`config.mk`:
```
export PLATFORM = sky130hd
export DESIGN_NAME = spi_dummy_inserter
export DESIGN_NICKNAME = d
export VERILOG_FILES = /design/src/rtl/spi_dmi_pkg.sv /design/src/rtl/dmi_opcode_decode.sv /design/src/rtl/dmi_filler_reg.sv /design/src/rtl/spi_dummy_inserter.sv
export SDC_FILE = /design/constraint.sdc
export NUM_CORES = 1
export LEC_CHECK = 0
export ABC_AREA = 1
export BUFFER_PORTS_ARGS = -buffer_cell sky130_fd_sc_hd__buf_2
export CORE_AREA = 2 2 68 70
export DETAILED_ROUTE_END_ITERATION = 8
export DIE_AREA = 0 0 70 72
export PLACE_DENSITY = 0.71
export SKIP_LAST_GASP = 1
export SLEW_MARGIN = 10
export SYNTH_ARGS = -nofsm -noshare
export SYNTH_HDL_FRONTEND = slang
export SYNTH_SLANG_ARGS = --single-unit
```
`constraint.sdc`:
```
create_clock -name clk -period 1.62 [get_ports clk]
set_input_delay 0.243 -clock clk [delete_from_list [all_inputs] [get_ports clk]]
set_output_delay 0.243 -clock clk [all_outputs]
set_load 0.01 [all_outputs]
```
`src/rtl/spi_dmi_pkg.sv`:
```
package spi_dmi_pkg;

    localparam int BYTE_W = 8;

    typedef enum logic [2:0] {
        ST_OFF,
        ST_OPCODE,
        ST_ADDR,
        ST_DATA_WAIT,
        ST_DUMMY
    } snoop_state_e;

    // Dummy units (eight filler bytes each) needed by a flash opcode.
    function automatic logic [2:0] dummy_units(input logic [BYTE_W-1:0] op);
        logic [2:0] u;
        unique case (op)
            8'h0B, 8'h3B, 8'h6B, 8'h3C, 8'h6C: u = 3'd1;
            8'hBB, 8'h0C, 8'hBC:               u = 3'd2;
            8'hEB, 8'hEC:                      u = 3'd4;
            default:                           u = 3'd0;
        endcase
        return u;
    endfunction

endpackage

```
`src/rtl/dmi_opcode_decode.sv`:
```
module dmi_opcode_decode
    import spi_dmi_pkg::*;
#(
    parameter int CNT_W = 6
) (
    input  logic [BYTE_W-1:0] opcode,
    output logic [CNT_W-1:0]  dummy_bytes
);
    logic [2:0] units;

    always_comb begin
        units       = dummy_units(opcode);
        dummy_bytes = CNT_W'(units) << 3;
    end
endmodule

```
`src/rtl/dmi_filler_reg.sv`:
```
module dmi_filler_reg
    import spi_dmi_pkg::*;
#(
    parameter int          RA_W     = 8,
    parameter int          REG_W    = 32,
    parameter logic [7:0]  FILL_OFS = 8'h54
) (
    input  logic              clk,
    input  logic              rst_n,
    input  logic [RA_W-1:0]   reg_addr,
    input  logic              reg_wen,
    input  logic [REG_W-1:0]  reg_wdata,
    output logic [REG_W-1:0]  reg_rdata,
    output logic [BYTE_W-1:0] fill
);
    localparam logic [RA_W-1:0] OFS = RA_W'(FILL_OFS);

    logic hit;

    always_comb hit = (reg_addr == OFS);

    always_ff @(posedge clk) begin
        if (!rst_n)
            fill <= '0;
        else if (reg_wen && hit)
            fill <= reg_wdata[BYTE_W-1:0];
    end

    always_comb reg_rdata = hit ? REG_W'(fill) : '1;
endmodule

```
`src/rtl/spi_dummy_inserter.sv`:
```
module spi_dummy_inserter
    import spi_dmi_pkg::*;
#(
    parameter int         MAX_UNITS = 4,
    parameter int         RA_W      = 8,
    parameter int         REG_W     = 32,
    parameter logic [7:0] FILL_OFS  = 8'h54
) (
    input  logic              clk,
    input  logic              rst_n,
    input  logic              cs_active,
    input  logic              addr4,
    input  logic              in_valid,
    input  logic [7:0]        in_data,
    output logic              in_ready,
    output logic              out_valid,
    output logic [7:0]        out_data,
    input  logic              out_ready,
    input  logic [RA_W-1:0]   reg_addr,
    input  logic              reg_wen,
    input  logic [REG_W-1:0]  reg_wdata,
    output logic [REG_W-1:0]  reg_rdata
);
    localparam int DCW = $clog2(MAX_UNITS * 8 + 1);
    localparam int ACW = 3;

    snoop_state_e       st, nxt;
    logic               cs_q;
    logic [DCW-1:0]     dcnt;
    logic [DCW-1:0]     dec_bytes;
    logic [ACW-1:0]     acnt;
    logic [ACW-1:0]     addr_last;
    logic [BYTE_W-1:0]  fill;
    logic               cs_rise, hs_in, hs_out;

    dmi_opcode_decode #(.CNT_W(DCW)) u_dec (
        .opcode      (in_data),
        .dummy_bytes (dec_bytes)
    );

    dmi_filler_reg #(.RA_W(RA_W), .REG_W(REG_W), .FILL_OFS(FILL_OFS)) u_fill (
        .clk       (clk),
        .rst_n     (rst_n),
        .reg_addr  (reg_addr),
        .reg_wen   (reg_wen),
        .reg_wdata (reg_wdata),
        .reg_rdata (reg_rdata),
        .fill      (fill)
    );

    always_comb begin
        cs_rise   = cs_active && !cs_q;
        hs_in     = in_valid && in_ready;
        hs_out    = out_valid && out_ready;
        addr_last = addr4 ? ACW'(3) : ACW'(2);
    end

    // State register
    always_ff @(posedge clk) begin
        if (!rst_n) begin
            st   <= ST_OFF;
            cs_q <= 1'b0;
        end else begin
            st   <= nxt;
            cs_q <= cs_active;
        end
    end

    // Address and dummy counters
    always_ff @(posedge clk) begin
        if (!rst_n) begin
            acnt <= '0;
            dcnt <= '0;
        end else begin
            unique case (st)
                ST_OPCODE: if (hs_in) begin
                    acnt <= '0;
                    dcnt <= dec_bytes;
                end
                ST_ADDR:   if (hs_in)  acnt <= acnt + 1'b1;
                ST_DUMMY:  if (hs_out) dcnt <= dcnt - 1'b1;
                default: ;
            endcase
        end
    end

    // Next state
    always_comb begin
        nxt = st;
        if (!cs_active) begin
            nxt = ST_OFF;
        end else if (cs_rise) begin
            nxt = ST_OPCODE;
        end else begin
            unique case (st)
                ST_OFF:       nxt = ST_OFF;
                ST_OPCODE:    if (hs_in) nxt = (dec_bytes == '0) ? ST_OFF : ST_ADDR;
                ST_ADDR:      if (hs_in && acnt == addr_last) nxt = ST_DATA_WAIT;
                ST_DATA_WAIT: if (in_valid) nxt = ST_DUMMY;
                ST_DUMMY:     if (hs_out && dcnt == DCW'(1)) nxt = ST_OFF;
                default:      nxt = ST_OFF;
            endcase
        end
    end

    // Outputs
    always_comb begin
        out_valid = in_valid;
        out_data  = in_data;
        in_ready  = out_ready;
        unique case (st)
            ST_DATA_WAIT: begin
                out_valid = 1'b0;
                in_ready  = 1'b1;
            end
            ST_DUMMY: begin
                out_valid = 1'b1;
                out_data  = fill;
                in_ready  = 1'b0;
            end
            default: ;
        endcase
    end
endmodule

```
==> results of run 1 <==
[final cells by class]
cell class	instances	area [um^2]	area share, %
clock buffers	4	45.0	2.33
repair inverters	1	7.51	0.388
flip-flops and latches	21	423	21.8
inverters	40	154	7.95
well taps	52	65.1	3.36
repair buffers	75	383	19.8
multi-input cells	164	860	44.4
[routing by layer]
layer / global-route usage (%) / wire (um)
met4: 3.63 / 48
met1: 18.1 / 1780
met3: 1.81 / 165
met2: 27.3 / 1920
met5: 0 / 0
[state kept, by name (all words and copies together) (netlist names)]
| signal | count |
|---|---|
| st | 3 |
| dcnt | 6 |
| acnt | 3 |
| u_fill.fill | 8 |
| cs_q | 1 |
[power breakdown]
part	leakage, uW	internal [uW]	total [uW]	switching, uW
logic	0.000759	73.4	177	103
registers	0.000171	523	530	6.41
clock network	0.0000228	175	343	168
[Yosys cell counts]
cell       n  share of area, %
nor2_1    23               5.4
a21boi_0   1              0.47
nand3b_1   1              0.47
nor4_1     1              0.39
nor3_1     2              0.62
nor2_2     1              0.39
clkbuf_1   1              0.23
nand4_1    3               1.2
nand3_1    5               1.6
xnor2_1    1              0.55
nand4_2    1              0.78
inv_2      3              0.70
nand2_1   59                14
buf_2      1              0.31
buf_1      2              0.47
o21ai_0   17               5.3
inv_1     37               8.7
and2_1     1              0.39
nor3_2     3               1.9
nand2_4    3               2.1
nand3_4    1               1.1
o21ai_1    7               2.2
dfxtp_1   21                26
buf_4     24                11
nand3_2    1              0.62
ha_1       3               2.3
a21oi_2    3               1.6
a21oi_1   19               5.9
o21bai_1   1              0.47
and3_1     1              0.39
o211ai_1   1              0.47
o21ai_2    2               1.1
nand2_2    2              0.78
[worst reg2reg max path: cells and delay by family (launching register included)]
family,cells,cell delay [ns]
simple gates,5,0.91
flops,1,0.42
buf+inv,1,0.09
[cells by family after synthesis]
group                      count (synthesis)  share of synthesized area (%)
and+or+nand+nor                          108                           31.8
buffers and inverters                     68                           21.6
AOI/OAI and AO/OA                         51                           17.5
DFF                                       21                           26.2
adders and majority gates                  3                           2.34
xor gates and xnor gates                   1                          0.546
[worst paths after layout]
check,startpoint,end,slack (ns),depth (start not counted)
worst max register to register,st[0],dcnt[2],0.11,6
worst max-delay path,st[0],out_valid,0.09,4
worst min register to register,cs_q,st[0],0.45,1
worst min-delay path,cs_active,cs_q,0.23,3
[timing repair]
action	CTS	global route
endpoints found under the setup margin	8	34
pin swaps	0	2
resized for setup	1	9
cloned	0	2
[through the flow]
step / instances / hold slack, ns
floorplan: 252 / 0.381
global placement: 352 / 0.430
detailed placement: 352 / 0.441
CTS: 355 / 0.236
global route: 357 / 0.251
finish: 357 / 0.228
==> impl_summary.log, run 1 <==
INFO  metric run_status = completed
INFO  metric overall_fraction_of_global_route_tracks_in_use = roughly 15%
INFO  metric cts_tree = yes
INFO  metric fill_cells = 479
INFO  metric finish.utilization = 45.4%
INFO  metric design.portCount = 97
INFO  metric die_x = 70 um
INFO  metric floorplan.die.height = between 70 and 80 um
INFO  metric worst_setup_path_end_kind = primary output
INFO  metric cts.root.buffer_cell = clkbuf_8
INFO  metric dp_slack = 0.103 ns
INFO  metric final_replace_weighted_congestion = about 0.84
INFO  metric synthesis.area_per_instance = roughly 6.4 um^2
INFO  metric yosys_warnings = 0
INFO  metric synth-seq-area-share = a little over a quarter
INFO  metric drt-wirelength-per-cell = between 10 and 15 um
INFO  metric timing.clock.skew = around 0.0052 ns
INFO  metric post_cts.repair.setup_buffers = 0
INFO  metric clock_path_buffers = 2
INFO  metric mostFrequentLayoutCells = buf_2, nand2_1, inv_1
INFO  metric core = 4260 um^2
INFO  metric ant_nets = 0
INFO  metric unrepaired_setup_endpoints_after_global_routing = true
INFO  metric start_kind = register
INFO  metric initial_core_util = 37.6%
INFO  metric num_rows = 24
INFO  metric via_density = about 4.7
INFO  metric ctsHoldBuffers = 0
INFO  metric post_layout_total_power = 1050 uW
INFO  metric path_class = register to primary output
INFO  metric cts.reportedPaths.clkPinSlew = about 0.08 ns
INFO  metric instance_count_of_the_mapped_netlist = 252
INFO  metric critical_path.cell_chain = nor2_4, nand2_4, a21boi_0, buf_2
INFO  metric antenna_cells = 0
INFO  metric crit_path_max_incr_delay = roughly 0.36 ns
INFO  metric detail_route.drc_violations = 0
INFO  metric cts-htree-levels = 1
INFO  metric path_max_fanout = 12
INFO  metric fin_area = 1940 um^2
INFO  metric fmaxAchievable = roughly 0.65 GHz
INFO  metric report.final.hold_viol_count = 0
INFO  metric holdCritPathClass = primary input to register
INFO  metric global_route_wire_length_before_repair = a little over 6000 um
INFO  metric critical-path-top-delay-family = flip-flops
INFO  metric num_vias = about 1700
INFO  metric critical-path-slowest-cell = dfxtp_1
INFO  metric crit_required = around 1.4 ns
INFO  metric ir_drop = around 0.25 mV
INFO  metric nets = between 300 and 400
INFO  metric dr.first_iter.drc_count = 69
INFO  metric tightestPinTransition = slightly below 0.3 ns
INFO  metric firstDrtPassIters = 4
INFO  metric overall_routed_net_length = a little under 4000 um
INFO  metric grt-ovfl-total = 0
INFO  metric dpl-instance-area = about 1900 um^2
INFO  metric setup-tns-final = 0 ns
INFO  metric postLayoutSetupSlackWorst = approximately 0.087 ns
INFO  metric cts.sink_count = 21
INFO  metric tritoncts.num_buffers = 3
INFO  metric post-route-period-util = a little over nine tenths
INFO  metric die_area = between 5000 and 6000 um^2
INFO  metric cp_data_arrival_time = about 1.3 ns
INFO  metric p_per_area = around 540 nW/um^2
INFO  metric clock_latency_on_the_worst_skew_pair = around 0.26 ns
INFO  metric grt_antenna_before_repair = 0
INFO  metric p_leak = around 0.00095 uW
INFO  metric final_setup_violating_endpoints = 0
INFO  metric synth_area = about 1600 um^2
INFO  metric area.growth.synth_to_final = 20.7%
INFO  metric synth_nets = between 300 and 400
INFO  metric final_layout_size_suffix_gt1_share = between 30% and 40%
INFO  metric drv.max_cap_violation_count = 0
INFO  metric post-route-min-period = about 1.5 ns
INFO  metric commonest_non_fill_non_tap_cell_in_the_layout = buf_2
INFO  metric grt_max_degree = 25
INFO  metric number_of_distinct_library_cells_after_synthesis = 33
INFO  metric path_buf_inv = 1
INFO  metric grt_pass1_vias = about 1500
INFO  metric place.detailed.hpwl = roughly 3000 um
INFO  metric timing.final.max_slew_violations = 0
INFO  metric synth-seq-cells = 21
INFO  metric relSlewSlack = roughly four fifths
INFO  metric io_buffer_count = 72
(Power assumes the default switching activity.)
==> inputs of run 2 (changes only) <==
--- a/config.mk
+++ b/config.mk
@@ -12,4 +12,5 @@
 export DIE_AREA = 0 0 70 72
 export PLACE_DENSITY = 0.71
+export SETUP_SLACK_MARGIN = 0.1
 export SKIP_LAST_GASP = 1
 export SLEW_MARGIN = 10
==> constraint.sdc (replaced) <==
create_clock -name clk -period 1.62 [get_ports clk]
set_input_delay 0.243 -clock clk [delete_from_list [all_inputs] [get_ports clk]]
set_output_delay 0.243 -clock clk [all_outputs]
set_load 0.05 [all_outputs]
==> run 2 against run 1 <==
Power rose by 15%. Global-route usage increased by 1.1 points. Die area did not move. Clock skew is 0.0036 ns lower. Highest routed layer unchanged.
==> impl_summary.log, run 2 (synthesis results as in run 1) <==
INFO  metric run_status = completed
INFO  metric ctsHoldBuffers = 0 (unchanged)
INFO  metric met1_usage = 19.2% (+1.1 points)
INFO  metric tightestPinTransition = 0.289 ns (-0.00472 ns)
INFO  metric pwr-share-comb = 25.0% (+8.2 points)
INFO  metric fill_cells = 360 (-25%)
INFO  metric grt-ovfl-total = 0 (unchanged)
INFO  metric holdCritPathClass = primary input to register
INFO  metric final_setup_violating_endpoints = 0 (unchanged)
INFO  metric initial_core_util = 37.6% (unchanged)
INFO  metric firstDrtPassIters = 4 (unchanged)
INFO  metric largest_register_ffs = 8 (unchanged)
INFO  metric cts.reportedPaths.clkPinSlew = 0.08 ns (about the same)
INFO  metric relative_contribution_of_sequential_cells_to_total_power = 43.5% (-7.0 points)
INFO  metric die_x = 70 um (unchanged)
INFO  metric commonest_non_fill_non_tap_cell_in_the_layout = nand2_1
INFO  metric grt_antenna_before_repair = 0 (unchanged)
INFO  metric cts.sink_count = 21 (unchanged)
INFO  metric num_rows = 24 (unchanged)
INFO  metric detail_route.drc_violations = 0 (unchanged)
INFO  metric timing.clock.skew = 0.00164 ns (-0.00358 ns)
INFO  metric clock_latency_on_the_worst_skew_pair = 0.28 ns (+0.02 ns)
INFO  metric fin_area = 2520 um^2 (+30%)
INFO  metric num_vias = 1873 (+12%)
INFO  metric dr.first_iter.drc_count = 105 (+52%)
INFO  metric start_kind = register
INFO  metric final_layout_size_suffix_gt1_share = 45.1% (+11 points)
INFO  metric cts.root.buffer_cell = clkbuf_8
INFO  metric reg_to_reg_startpoint = st[1]
INFO  metric path_max_fanout = 7 (-5)
INFO  metric regToRegSetupSlack = 0.03 ns (-0.08 ns)
INFO  metric ant_nets = 0 (unchanged)
INFO  metric hold-path-endpoint = cs_q
INFO  metric reg2reg_depth = 8 (+2)
INFO  metric worstHoldPathCells = 3 (unchanged)
INFO  metric cp_data_arrival_time = 1.36 ns (+0.07 ns)
INFO  metric globalRoute.busiestLayer = met2
INFO  metric fmaxAchievable = 0.625 GHz (-4.2%)
INFO  metric worst_setup_path_end_kind = primary output
INFO  metric overall_fraction_of_global_route_tracks_in_use = 15.8% (+1.1 points)
INFO  metric cts_tree = yes
INFO  metric p_clk_share = 31.4% (-1.3 points)
INFO  metric total_switching_power = 396 uW (+43%)
INFO  metric grt_max_degree = 17 (-32%)
INFO  metric io_buffer_count = 72 (unchanged)
INFO  metric p_leak = 0.00118 uW (+23%)
INFO  metric worst_hold_slack = 0.202 ns (-0.0261 ns)
INFO  metric ir_drop = 0.228 mV (-8.2%)
INFO  metric postLayoutSetupSlackWorst = 0.0193 ns (-0.0673 ns)
INFO  metric cts-htree-levels = 1 (unchanged)
INFO  metric post-route-min-period = 1.60 ns (+0.0673 ns)
INFO  metric dpl-instance-area = 1860 um^2 (-0.20%)
INFO  metric registers.top_by_ff_count = u_fill.fill
INFO  metric power.internal = 811 uW (+5.1%)
INFO  metric path_class = register to primary output
INFO  metric drt-wirelength-per-cell = 13.5 um (+23%)
INFO  metric area.growth.synth_to_final = 57.0%
INFO  metric report.final.hold_viol_count = 0 (unchanged)
INFO  metric min-delay-start = cs_active
INFO  metric place.detailed.hpwl = 2850 um (-5.1%)
INFO  metric grtUsageMet2 = 28.9% (+1.6 points)
INFO  metric crit_required = 1.38 ns (about the same)
INFO  metric post-route-period-util = 98.8% (+4.2 points)
INFO  metric via_density = 4.98 (+6.7%)
INFO  metric mostFrequentLayoutCells = nand2_1, inv_1, buf_6
INFO  metric core = 4260 um^2 (unchanged)
INFO  metric design.portCount = 97 (unchanged)
INFO  metric floorplan.die.height = 72 um (unchanged)
INFO  metric clock_path_buffers = 2 (unchanged)
INFO  metric global_route_wire_length_before_repair = 6640 um (+7.7%)
INFO  metric unrepaired_setup_endpoints_after_global_routing = true
INFO  metric global_routing_usage_on_met3 = 2.08% (+0.28 points)
INFO  metric worstReg2RegEnd = dcnt[5]
INFO  metric overall_routed_net_length = 5080 um (+30%)
INFO  metric dp_slack = 0.0174 ns (-0.0854 ns)
INFO  metric timing.final.max_slew_violations = 0 (unchanged)
INFO  metric drv.max_cap_violation_count = 0 (unchanged)
INFO  metric final_replace_weighted_congestion = 0.806 (-3.6%)
INFO  metric tritoncts.num_buffers = 3 (unchanged)
INFO  metric relSlewSlack = 80.6% (+0.32 points)
INFO  metric die_area = 5040 um^2 (unchanged)
INFO  metric nets = 383 (+5.2%)
INFO  metric post_layout_total_power = 1210 uW (+15%)
INFO  metric p_per_area = 479 nW/um^2 (-12%)
INFO  metric antenna_cells = 0 (unchanged)
INFO  metric biggestRegsByFlops = u_fill.fill x8, dcnt x6
INFO  metric switching_share = 32.8% (+6.3 points)
INFO  metric grt_pass1_vias = 1548 (+6.4%)
==> run 2: changes by cell type in the layout (fill, tap and decap cells not counted), sizes merged <==
cell / previous run / this run
clkinvlp: 2 / 5
nand2: 65 / 67
buf: 75 / 90
clkbuf: 4 / 3
==> run 2: cell type report <==
class | instances | area (um^2) | area share (%)
tap | 52 | 65.1 | 2.58
timing repair buffer | 90 | 762 | 30.2
clock inverter | 1 | 7.51 | 0.298
timing repair inverter | 3 | 22.5 | 0.894
inverter | 40 | 156 | 6.21
multi-input combinational | 166 | 1030 | 41.0
clock buffer | 3 | 41.3 | 1.64
sequential | 21 | 432 | 17.1
==> run 2: critical path, stage by stage (launching register included) <==
cell and delay (ns):
dfxtp_4 0.38, nor2_4 0.14, buf_6 0.14, nand2_8 0.09
o21ai_2 0.16, buf_6 0.18
==> run 2: metrics by stage <==
| step | setup TNS (ns) | utilization [%] | instances |
|---|---|---|---|
| after global placement | 0 | 43.6 | 350 |
| after floorplan | -5.05 | - | 252 |
| after CTS | 0 | 50.3 | 365 |
| final | 0 | 59.1 | 376 |
| after global routing | -0.147 | 59.1 | 376 |
| after detailed placement | 0 | 43.6 | 350 |
==> run 2: repair_timing <==
action                     in CTS  in global routing
pin swaps                       4                  8
buffers inserted                8                  7
hold endpoints to repair        0                  0
resized for setup              39                111
setup endpoints to repair      38                 58
cloned                          3                  4
==> run 2: power by group through the flow <==
stage | clock [uW] | sequential [uW] | combinational (uW)
2_1_floorplan | 0 | 540 | 149
3_3_place_gp | 0 | 541 | 225
3_5_place_dp | 0 | 541 | 227
4_1_cts | 375 | 525 | 269
5_1_grt | 401 | 526 | 324
6_report | 379 | 525 | 302
==> run 2: routing by layer <==
metal | wire length [um] | share of wire, %
met1 | 2040 | 40
met2 | 2610 | 51
met3 | 282 | 5.6
met4 | 148 | 2.9
met5 | 0 | 0
==> run 2: worst max path at each step <==
| stage | from | endpoint | cells past startpoint |
|---|---|---|---|
| 6_report | st[1] | out_data[7] | 5 |
| 5_1_grt | st[1] | dcnt[5] | 9 |
| 4_1_cts | st[1] | out_data[3] | 5 |
| 3_5_place_dp | reg_addr[1] | reg_rdata[15] | 5 |
| 3_3_place_gp | reg_addr[1] | reg_rdata[10] | 5 |
| 2_1_floorplan | reg_addr[1] | reg_rdata[10] | 5 |
